## src/rtl/tmr_pkg.sv

```systemverilog
package tmr_pkg;
    localparam int unsigned TMR_W   = 32;
    localparam int unsigned TMR_NCH = 4;
    localparam int unsigned TMR_AW  = 5;
    localparam int unsigned TMR_NFL = 2 * TMR_NCH;

    localparam logic [TMR_AW-1:0] A_FLAGS = 5'd0;
    localparam logic [TMR_AW-1:0] A_CTRL  = 5'd1;
    localparam logic [TMR_AW-1:0] A_CNT   = 5'd2;
    localparam logic [TMR_AW-1:0] A_PLIM  = 5'd3;
    localparam logic [TMR_AW-1:0] A_PCNT  = 5'd4;
    localparam logic [TMR_AW-1:0] A_MACT  = 5'd5;
    localparam logic [TMR_AW-1:0] A_MVAL0 = 5'd6;
    localparam logic [TMR_AW-1:0] A_CSET  = 5'd10;
    localparam logic [TMR_AW-1:0] A_CVAL0 = 5'd11;
    localparam logic [TMR_AW-1:0] A_MOUT  = 5'd15;
    localparam logic [TMR_AW-1:0] A_SRC   = 5'd16;

    localparam logic [1:0] SRC_TIMER = 2'd0;

    typedef struct packed {
        logic [TMR_NFL-1:0]             flags;
        logic [1:0]                     ctrl;
        logic [TMR_W-1:0]               cnt;
        logic [TMR_W-1:0]               plim;
        logic [TMR_W-1:0]               pcnt;
        logic [3*TMR_NCH-1:0]           mact;
        logic [3*TMR_NCH-1:0]           cset;
        logic [TMR_NCH-1:0][TMR_W-1:0]  mval;
        logic [TMR_NCH-1:0][TMR_W-1:0]  cval;
        logic [TMR_NCH-1:0]             mlev;
        logic [2*TMR_NCH-1:0]           mcode;
        logic [3:0]                     src;
    } tmr_state_t;
endpackage

```

## src/rtl/tmr_cap_front.sv

```systemverilog
module tmr_cap_front #(
    parameter int unsigned N = 4
) (
    input  logic         clk,
    input  logic         rst_n,
    input  logic [N-1:0] pin_in,
    output logic [N-1:0] rise,
    output logic [N-1:0] fall
);
    for (genvar g = 0; g < N; g++) begin : g_ch
        logic s1_q, s2_q, prev_q;
        always_ff @(posedge clk or negedge rst_n) begin
            if (!rst_n) begin
                s1_q   <= 1'b0;
                s2_q   <= 1'b0;
                prev_q <= 1'b0;
            end else begin
                s1_q   <= pin_in[g];
                s2_q   <= s1_q;
                prev_q <= s2_q;
            end
        end
        assign rise[g] = s2_q & ~prev_q;
        assign fall[g] = ~s2_q & prev_q;
    end
endmodule

```

## src/rtl/tmr_match_unit.sv

```systemverilog
module tmr_match_unit #(
    parameter int unsigned W = 32,
    parameter int unsigned N = 4
) (
    input  logic [W-1:0]        cnt,
    input  logic [N-1:0][W-1:0] val,
    output logic [N-1:0]        hit
);
    for (genvar g = 0; g < N; g++) begin : g_cmp
        assign hit[g] = (cnt == val[g]);
    end
endmodule

```

## src/rtl/tmr_match_capture.sv

```systemverilog
module tmr_match_capture
    import tmr_pkg::*;
(
    input  logic              clk,
    input  logic              rst_n,
    input  logic [TMR_AW-1:0] bus_addr,
    input  logic              bus_we,
    input  logic [TMR_W-1:0]  bus_wdata,
    output logic [TMR_W-1:0]  bus_rdata,
    input  logic [TMR_NCH-1:0] cap_in,
    output logic [TMR_NCH-1:0] match_out,
    output logic              irq
);
    localparam int unsigned N = TMR_NCH;
    localparam int unsigned W = TMR_W;

    tmr_state_t st_d, st_q;

    logic [N-1:0]       rise, fall, hit, mhit;
    logic [TMR_NFL-1:0] set_v, clr_v;
    logic [1:0]         mode, sel;
    logic               run, step, any_rst, any_stop;

    // flat views for the bound checker
    logic [1:0]   ctrl_w;
    logic [3:0]   src_w;
    logic [W-1:0] cnt_w, pcnt_w, plim_w, cval0_w;

    tmr_cap_front #(.N(N)) u_front (
        .clk(clk), .rst_n(rst_n), .pin_in(cap_in), .rise(rise), .fall(fall)
    );

    tmr_match_unit #(.W(W), .N(N)) u_match (
        .cnt(st_q.cnt), .val(st_q.mval), .hit(hit)
    );

    always_comb begin
        st_d     = st_q;
        set_v    = '0;
        mode     = st_q.src[1:0];
        sel      = st_q.src[3:2];
        run      = st_q.ctrl[0] & ~st_q.ctrl[1];
        step     = 1'b0;
        any_rst  = 1'b0;
        any_stop = 1'b0;

        // count step generation
        if (mode == SRC_TIMER) begin
            if (run) begin
                if (st_q.pcnt == st_q.plim) begin
                    st_d.pcnt = '0;
                    step      = 1'b1;
                end else begin
                    st_d.pcnt = st_q.pcnt + 1'b1;
                end
            end
        end else begin
            step = run & ((mode[0] & rise[sel]) | (mode[1] & fall[sel]));
        end

        // match actions
        mhit = hit & {N{step}};
        for (int n = 0; n < N; n++) begin
            if (mhit[n]) begin
                if (st_q.mact[3*n])   set_v[n] = 1'b1;
                if (st_q.mact[3*n+1]) any_rst  = 1'b1;
                if (st_q.mact[3*n+2]) any_stop = 1'b1;
                case (st_q.mcode[2*n +: 2])
                    2'd1:    st_d.mlev[n] = 1'b0;
                    2'd2:    st_d.mlev[n] = 1'b1;
                    2'd3:    st_d.mlev[n] = ~st_q.mlev[n];
                    default: st_d.mlev[n] = st_q.mlev[n];
                endcase
            end
        end
        if (step) begin
            if (any_rst)       st_d.cnt = '0;
            else if (!any_stop) st_d.cnt = st_q.cnt + 1'b1;
        end
        if (any_stop) st_d.ctrl[0] = 1'b0;

        // captures
        for (int n = 0; n < N; n++) begin
            if ((st_q.cset[3*n] & rise[n]) | (st_q.cset[3*n+1] & fall[n])) begin
                st_d.cval[n] = st_q.cnt;
                if (st_q.cset[3*n+2]) set_v[N+n] = 1'b1;
            end
        end

        // flags: hardware set wins over write-one-clear
        clr_v      = (bus_we && bus_addr == A_FLAGS) ? bus_wdata[TMR_NFL-1:0] : '0;
        st_d.flags = (st_q.flags & ~clr_v) | set_v;

        // bus writes override hardware updates
        if (bus_we) begin
            case (bus_addr)
                A_CTRL: st_d.ctrl  = bus_wdata[1:0];
                A_CNT:  st_d.cnt   = bus_wdata;
                A_PLIM: st_d.plim  = bus_wdata;
                A_PCNT: st_d.pcnt  = bus_wdata;
                A_MACT: st_d.mact  = bus_wdata[3*N-1:0];
                A_CSET: st_d.cset  = bus_wdata[3*N-1:0];
                A_MOUT: begin
                    st_d.mlev  = bus_wdata[N-1:0];
                    st_d.mcode = bus_wdata[3*N-1:N];
                end
                A_SRC:  st_d.src   = bus_wdata[3:0];
                default: ;
            endcase
            for (int n = 0; n < N; n++) begin
                if (bus_addr == A_MVAL0 + TMR_AW'(n)) st_d.mval[n] = bus_wdata;
            end
        end

        if (st_q.ctrl[1]) begin
            st_d.cnt  = '0;
            st_d.pcnt = '0;
        end
    end

    always_ff @(posedge clk or negedge rst_n) begin
        if (!rst_n) st_q <= '0;
        else        st_q <= st_d;
    end

    always_comb begin
        bus_rdata = '0;
        case (bus_addr)
            A_FLAGS: bus_rdata = W'(st_q.flags);
            A_CTRL:  bus_rdata = W'(st_q.ctrl);
            A_CNT:   bus_rdata = st_q.cnt;
            A_PLIM:  bus_rdata = st_q.plim;
            A_PCNT:  bus_rdata = st_q.pcnt;
            A_MACT:  bus_rdata = W'(st_q.mact);
            A_CSET:  bus_rdata = W'(st_q.cset);
            A_MOUT:  bus_rdata = W'({st_q.mcode, st_q.mlev});
            A_SRC:   bus_rdata = W'(st_q.src);
            default: ;
        endcase
        for (int n = 0; n < N; n++) begin
            if (bus_addr == A_MVAL0 + TMR_AW'(n)) bus_rdata = st_q.mval[n];
            if (bus_addr == A_CVAL0 + TMR_AW'(n)) bus_rdata = st_q.cval[n];
        end
    end

    assign match_out = st_q.mlev;
    assign irq       = |st_q.flags;

    assign ctrl_w  = st_q.ctrl;
    assign src_w   = st_q.src;
    assign cnt_w   = st_q.cnt;
    assign pcnt_w  = st_q.pcnt;
    assign plim_w  = st_q.plim;
    assign cval0_w = st_q.cval[0];
endmodule

```

## config.mk

```make
export PLATFORM = sky130hd
export DESIGN_NAME = tmr_match_capture
export DESIGN_NICKNAME = d
export VERILOG_FILES = /design/src/rtl/tmr_pkg.sv /design/src/rtl/tmr_cap_front.sv /design/src/rtl/tmr_match_unit.sv /design/src/rtl/tmr_match_capture.sv
export SDC_FILE = /design/constraint.sdc
export NUM_CORES = 1
export LEC_CHECK = 0
export BUFFER_PORTS_ARGS = -buffer_cell sky130_fd_sc_hd__buf_2
export CORE_ASPECT_RATIO = 1.75
export CORE_MARGIN = 2
export CORE_UTILIZATION = 40
export CTS_CLUSTER_DIAMETER = 200
export DETAILED_ROUTE_END_ITERATION = 10
export PLACE_DENSITY = 0.6
export SETUP_SLACK_MARGIN = 0.3
export SLEW_MARGIN = 20
export SYNTH_ARGS = -nofsm -noshare
export SYNTH_HDL_FRONTEND = slang
export SYNTH_SLANG_ARGS = --single-unit
```

## constraint.sdc

```tcl
create_clock -name clk -period 6.25 [get_ports clk]
set_input_delay 1.25 -clock clk [delete_from_list [all_inputs] [get_ports clk]]
set_output_delay 1.25 -clock clk [all_outputs]
set_load 0.05 [all_outputs]
```

==> results by group <==
Yosys
  • Most frequent cells after synthesis: dfrtp_1, mux2_2, xor2_1, nand2_1, a22oi_1
  • Synth Area in Compound Gates: 10.28%
  • Syn avg cell area: 11.07 um^2
  • Post-Synth Simple-Gate Area: 10.27%
  • Async SR Flop Fraction: 100.0%
  • Most frequent cell after synthesis: dfrtp_1
  • Post-synth top area share: 48.78%
  • Synth area leaders: dfrtp_1, mux2_2, xor2_1, a22oi_1, nand2_1
  • Largest family of logic cells by synthesized area: multiplexers
  • Seq cells post-synth: 414
  • Count of cell types in the netlist: 51
  • Largest area contributor in the netlist: dfrtp_1
  • Post-synthesis xor/xnor area fraction: 9.031%
  • Post-synth top flop: dfrtp_1
  • Adder-Cell Fraction of Synth Area: 0.1178%
  • Mapped Area: 0.02124 mm^2
  • Syn_nets: 1964
  • Multiplexer area fraction after synthesis: 18.06%
  • Syn Inst Count: 1918
  • EDFF count, synth: 0
  • Yosys Warn Count: 0
  • Register area share after synthesis: 48.78%

Clocking
  • CTS max path bufs: 3
  • TritonCTS clock tree: built
  • H-tree levels: 2
  • Hold buffer count at CTS: 0
  • Worst skew pair latency: 0.57 ns
  • Sink Count: 414
  • CTS clock-pin slew for the worst setup and hold paths: 0.06 ns
  • Number of CTS-inserted buffers: 41
  • Post-CTS sizing: 0
  • Root buffer cell: clkbuf_16
  • Post-CTS Setup Inserts: 0

Timing
  • Final Cycle Share: 85.26%
  • Slew HR: 28.39%
  • Slew @ Worst Pin: 1.066 ns
  • Crit path time final: 5.329 ns
  • Slew Viols, Final: 0
  • Setup-failing EPs final: 0
  • RSZ-0062 raised after global routing: no
  • Final setup TNS: 0 ns
  • Final Hold Vio Count: 0
  • Final Skew: 0.02029 ns
  • Maximum clock rate: 0.1877 GHz
  • Setup WS post-layout: 0.9214 ns

Pwr
  • Clock network fraction of total power: 32.7%
  • Comb power frac: 18.9%
  • P per Cell Area: 326.7 mW/mm^2
  • Switching pwr: 2.499 mW
  • Sw Share: 32.50%
  • Internal power: 5.190 mW
  • Leakage power total: 11.11 nW
  • Sequential power share: 48.4%
  • Peak supply drop: 0.1460 mV

Worst setup path
  • CP arrival: 4.08 ns
  • Kind of critical path: input pin to primary output
  • Most frequent CP cell: buf_2
  • Worst Setup End Kind: primary output
  • Bufs and invs on worst path: 2
  • Crit-path slowest cell: nor2_1
  • Reg2Reg Depth: 8
  • Setup crit start kind: input pin
  • Critical Path Max Stage Delay: 0.62 ns
  • Reg2reg end: match_out[1]$_DFF_PN0_
  • Flop-to-flop setup slack: 2.25 ns
  • Delay-heaviest family, CP: simple AND/OR/NAND/NOR gates
  • WP data required: 5.00 ns
  • Worst flop-to-flop path startpoint: ctrl_w[1]$_DFFE_PN0P_
  • Crit Path Max Fanout: 12
  • Critical path, cell by cell: buf_2 > or3b_2 > nor2_1 > a221oi_1 > nand3_1 > o32ai_1 > a31oi_1 > buf_2

Placement
  • IO buf count: 80
  • GPL Wtd Cong: 0.9671
  • Placed Area: 0.02221 mm^2
  • Pre-CTS setup slack: 1.044 ns
  • DP HPWL: 55790 um
  • Placed insts: 2554

Detailed routing
  • Met3 wire len: 4023 um
  • Top layer in use: met4
  • Routed len/inst: 29.57 um
  • Total Wirelength: 77710 um
  • Via count: 16200
  • Routed wl met2: 38970 um
  • DR DRC count: 0
  • Drt first-iter violations: 1578
  • DRT met1 WL: 26850 um
  • Routed Antenna Nets: 0
  • Vias/cell: 6.164
  • Pre-antenna DRT Iters: 6

Job
  • Max-capacitance violation count: 0

Die
  • DIE AREA: 0.05503 mm^2
  • Row cnt: 111
  • Die height: 308.8 um
  • Die X: 178.2 um
  • Core Region: 0.05250 mm^2
  • I/O Pins: 81
  • Starting Density: 40.46%

Worst hold path
  • Hold path startpoint: u_front.g_ch[2].s1_q$_DFF_PN0_
  • Hold Path End: u_front.g_ch[2].s2_q$_DFF_PN0_
  • Worst hold stages: 0
  • Hold crit path type: register to register

Global route
  • GRT overflow: 0
  • First-pass GRT wire length: 112500 um
  • Vias in the first global route: 16570
  • GRT Resource Usage Total: 28.36%
  • Initial antenna violation count: 0
  • Largest net degree at the start of global routing: 123

Run status
  • Status: completed

Cells and area
  • Final Non-Filler Cells: 2628
  • Final design instance area without fill: 0.02354 mm^2
  • Synthesis-to-finish area growth: 10.84%
  • Layout Nets: 1965
  • Post-layout util: 44.84%
  • Layout cell share with drive strength beyond 1: 27.96%
how the worst max path moves through the flow:
stage                      from            end  depth (start not counted)
detailed placement  bus_addr[3]   bus_rdata[6]                         10
global placement    bus_addr[3]  bus_rdata[16]                         11
CTS                 bus_addr[3]   bus_rdata[6]                         10
global route        bus_addr[3]   bus_rdata[6]                         10
finish              bus_addr[3]   bus_rdata[5]                          8
floorplan           bus_addr[4]   bus_rdata[1]                         10
routing by layer:
metal,track usage (%),up-vias
met5,0,-
met4,23.99,0
met3,3.245,280
met2,49.12,732
met1,30.62,8280
li1,-,6907
per-stage QoR:
| step | total power, mW | hold WS [ns] |
|---|---|---|
| after floorplan | 4.534 | 0.3312 |
| after global placement | 5.151 | 0.3422 |
| after detailed placement | 5.189 | 0.3462 |
| after CTS | 7.693 | 0.3607 |
| after global routing | 7.948 | 0.3676 |
| final | 7.690 | 0.3544 |
worst reg2reg max path: cells and delay by family (launching register included):
family / cells / cell delay (ns)
AOI/OAI and AO/OA: 3 / 0.55
buffers and inverters: 1 / 0.28
DFF: 1 / 0.36
and+or+nand+nor: 4 / 2.72
cells by family after synthesis:
family / count (synthesis)
AO/OA/AOI/OAI: 323
XOR/XNOR: 219
adder cells (fa/ha/maj): 2
buffers and inverters: 176
flip-flops: 414
multiplexers: 340
AND/OR/NAND/NOR: 444
sequential cells by signal, summed over array words and instances (netlist names):
register,cells
u_front.g_ch.prev_q,4
match_out,4
st_q,264
u_front.g_ch.s2_q,4
pcnt_w,32
plim_w,32
u_front.g_ch.s1_q,4
src_w,4
ctrl_w,2
cnt_w,32
cval0_w,32
area by class of cell:
cell class / instances / area (um^2)
Timing Repair Buffer: 122 / 750.7
Antenna cell: 1 / 2.502
Clock buffer: 60 / 1187
Tap cell: 678 / 848.3
Sequential cell: 414 / 10360
Clock inverter: 13 / 143.9
Multi-Input combinational cell: 1328 / 10200
Inverter: 12 / 45.04
Fill cell: 4929 / 28960
power by group through the flow:
stage | combinational, mW | sequential (mW) | clock (mW)
after floorplan | 1.07 | 3.47 | 0
final | 1.45 | 3.72 | 2.51
after detailed placement | 1.44 | 3.75 | 0
after global routing | 1.55 | 3.77 | 2.63
after CTS | 1.44 | 3.71 | 2.54
after global placement | 1.41 | 3.74 | 0
placed cells by master (no fill, tap or decap), types with 44 or more instances in the layout:
cell / instances
a21oi_1: 69
a22oi_1: 114
buf_2: 79
dfrtp_1: 414
mux2_2: 326
nand2_1: 129
nand3_1: 63
nor2_1: 92
nor4_1: 44
xor2_1: 183
Note: power is estimated with default switching activity, not from simulation.
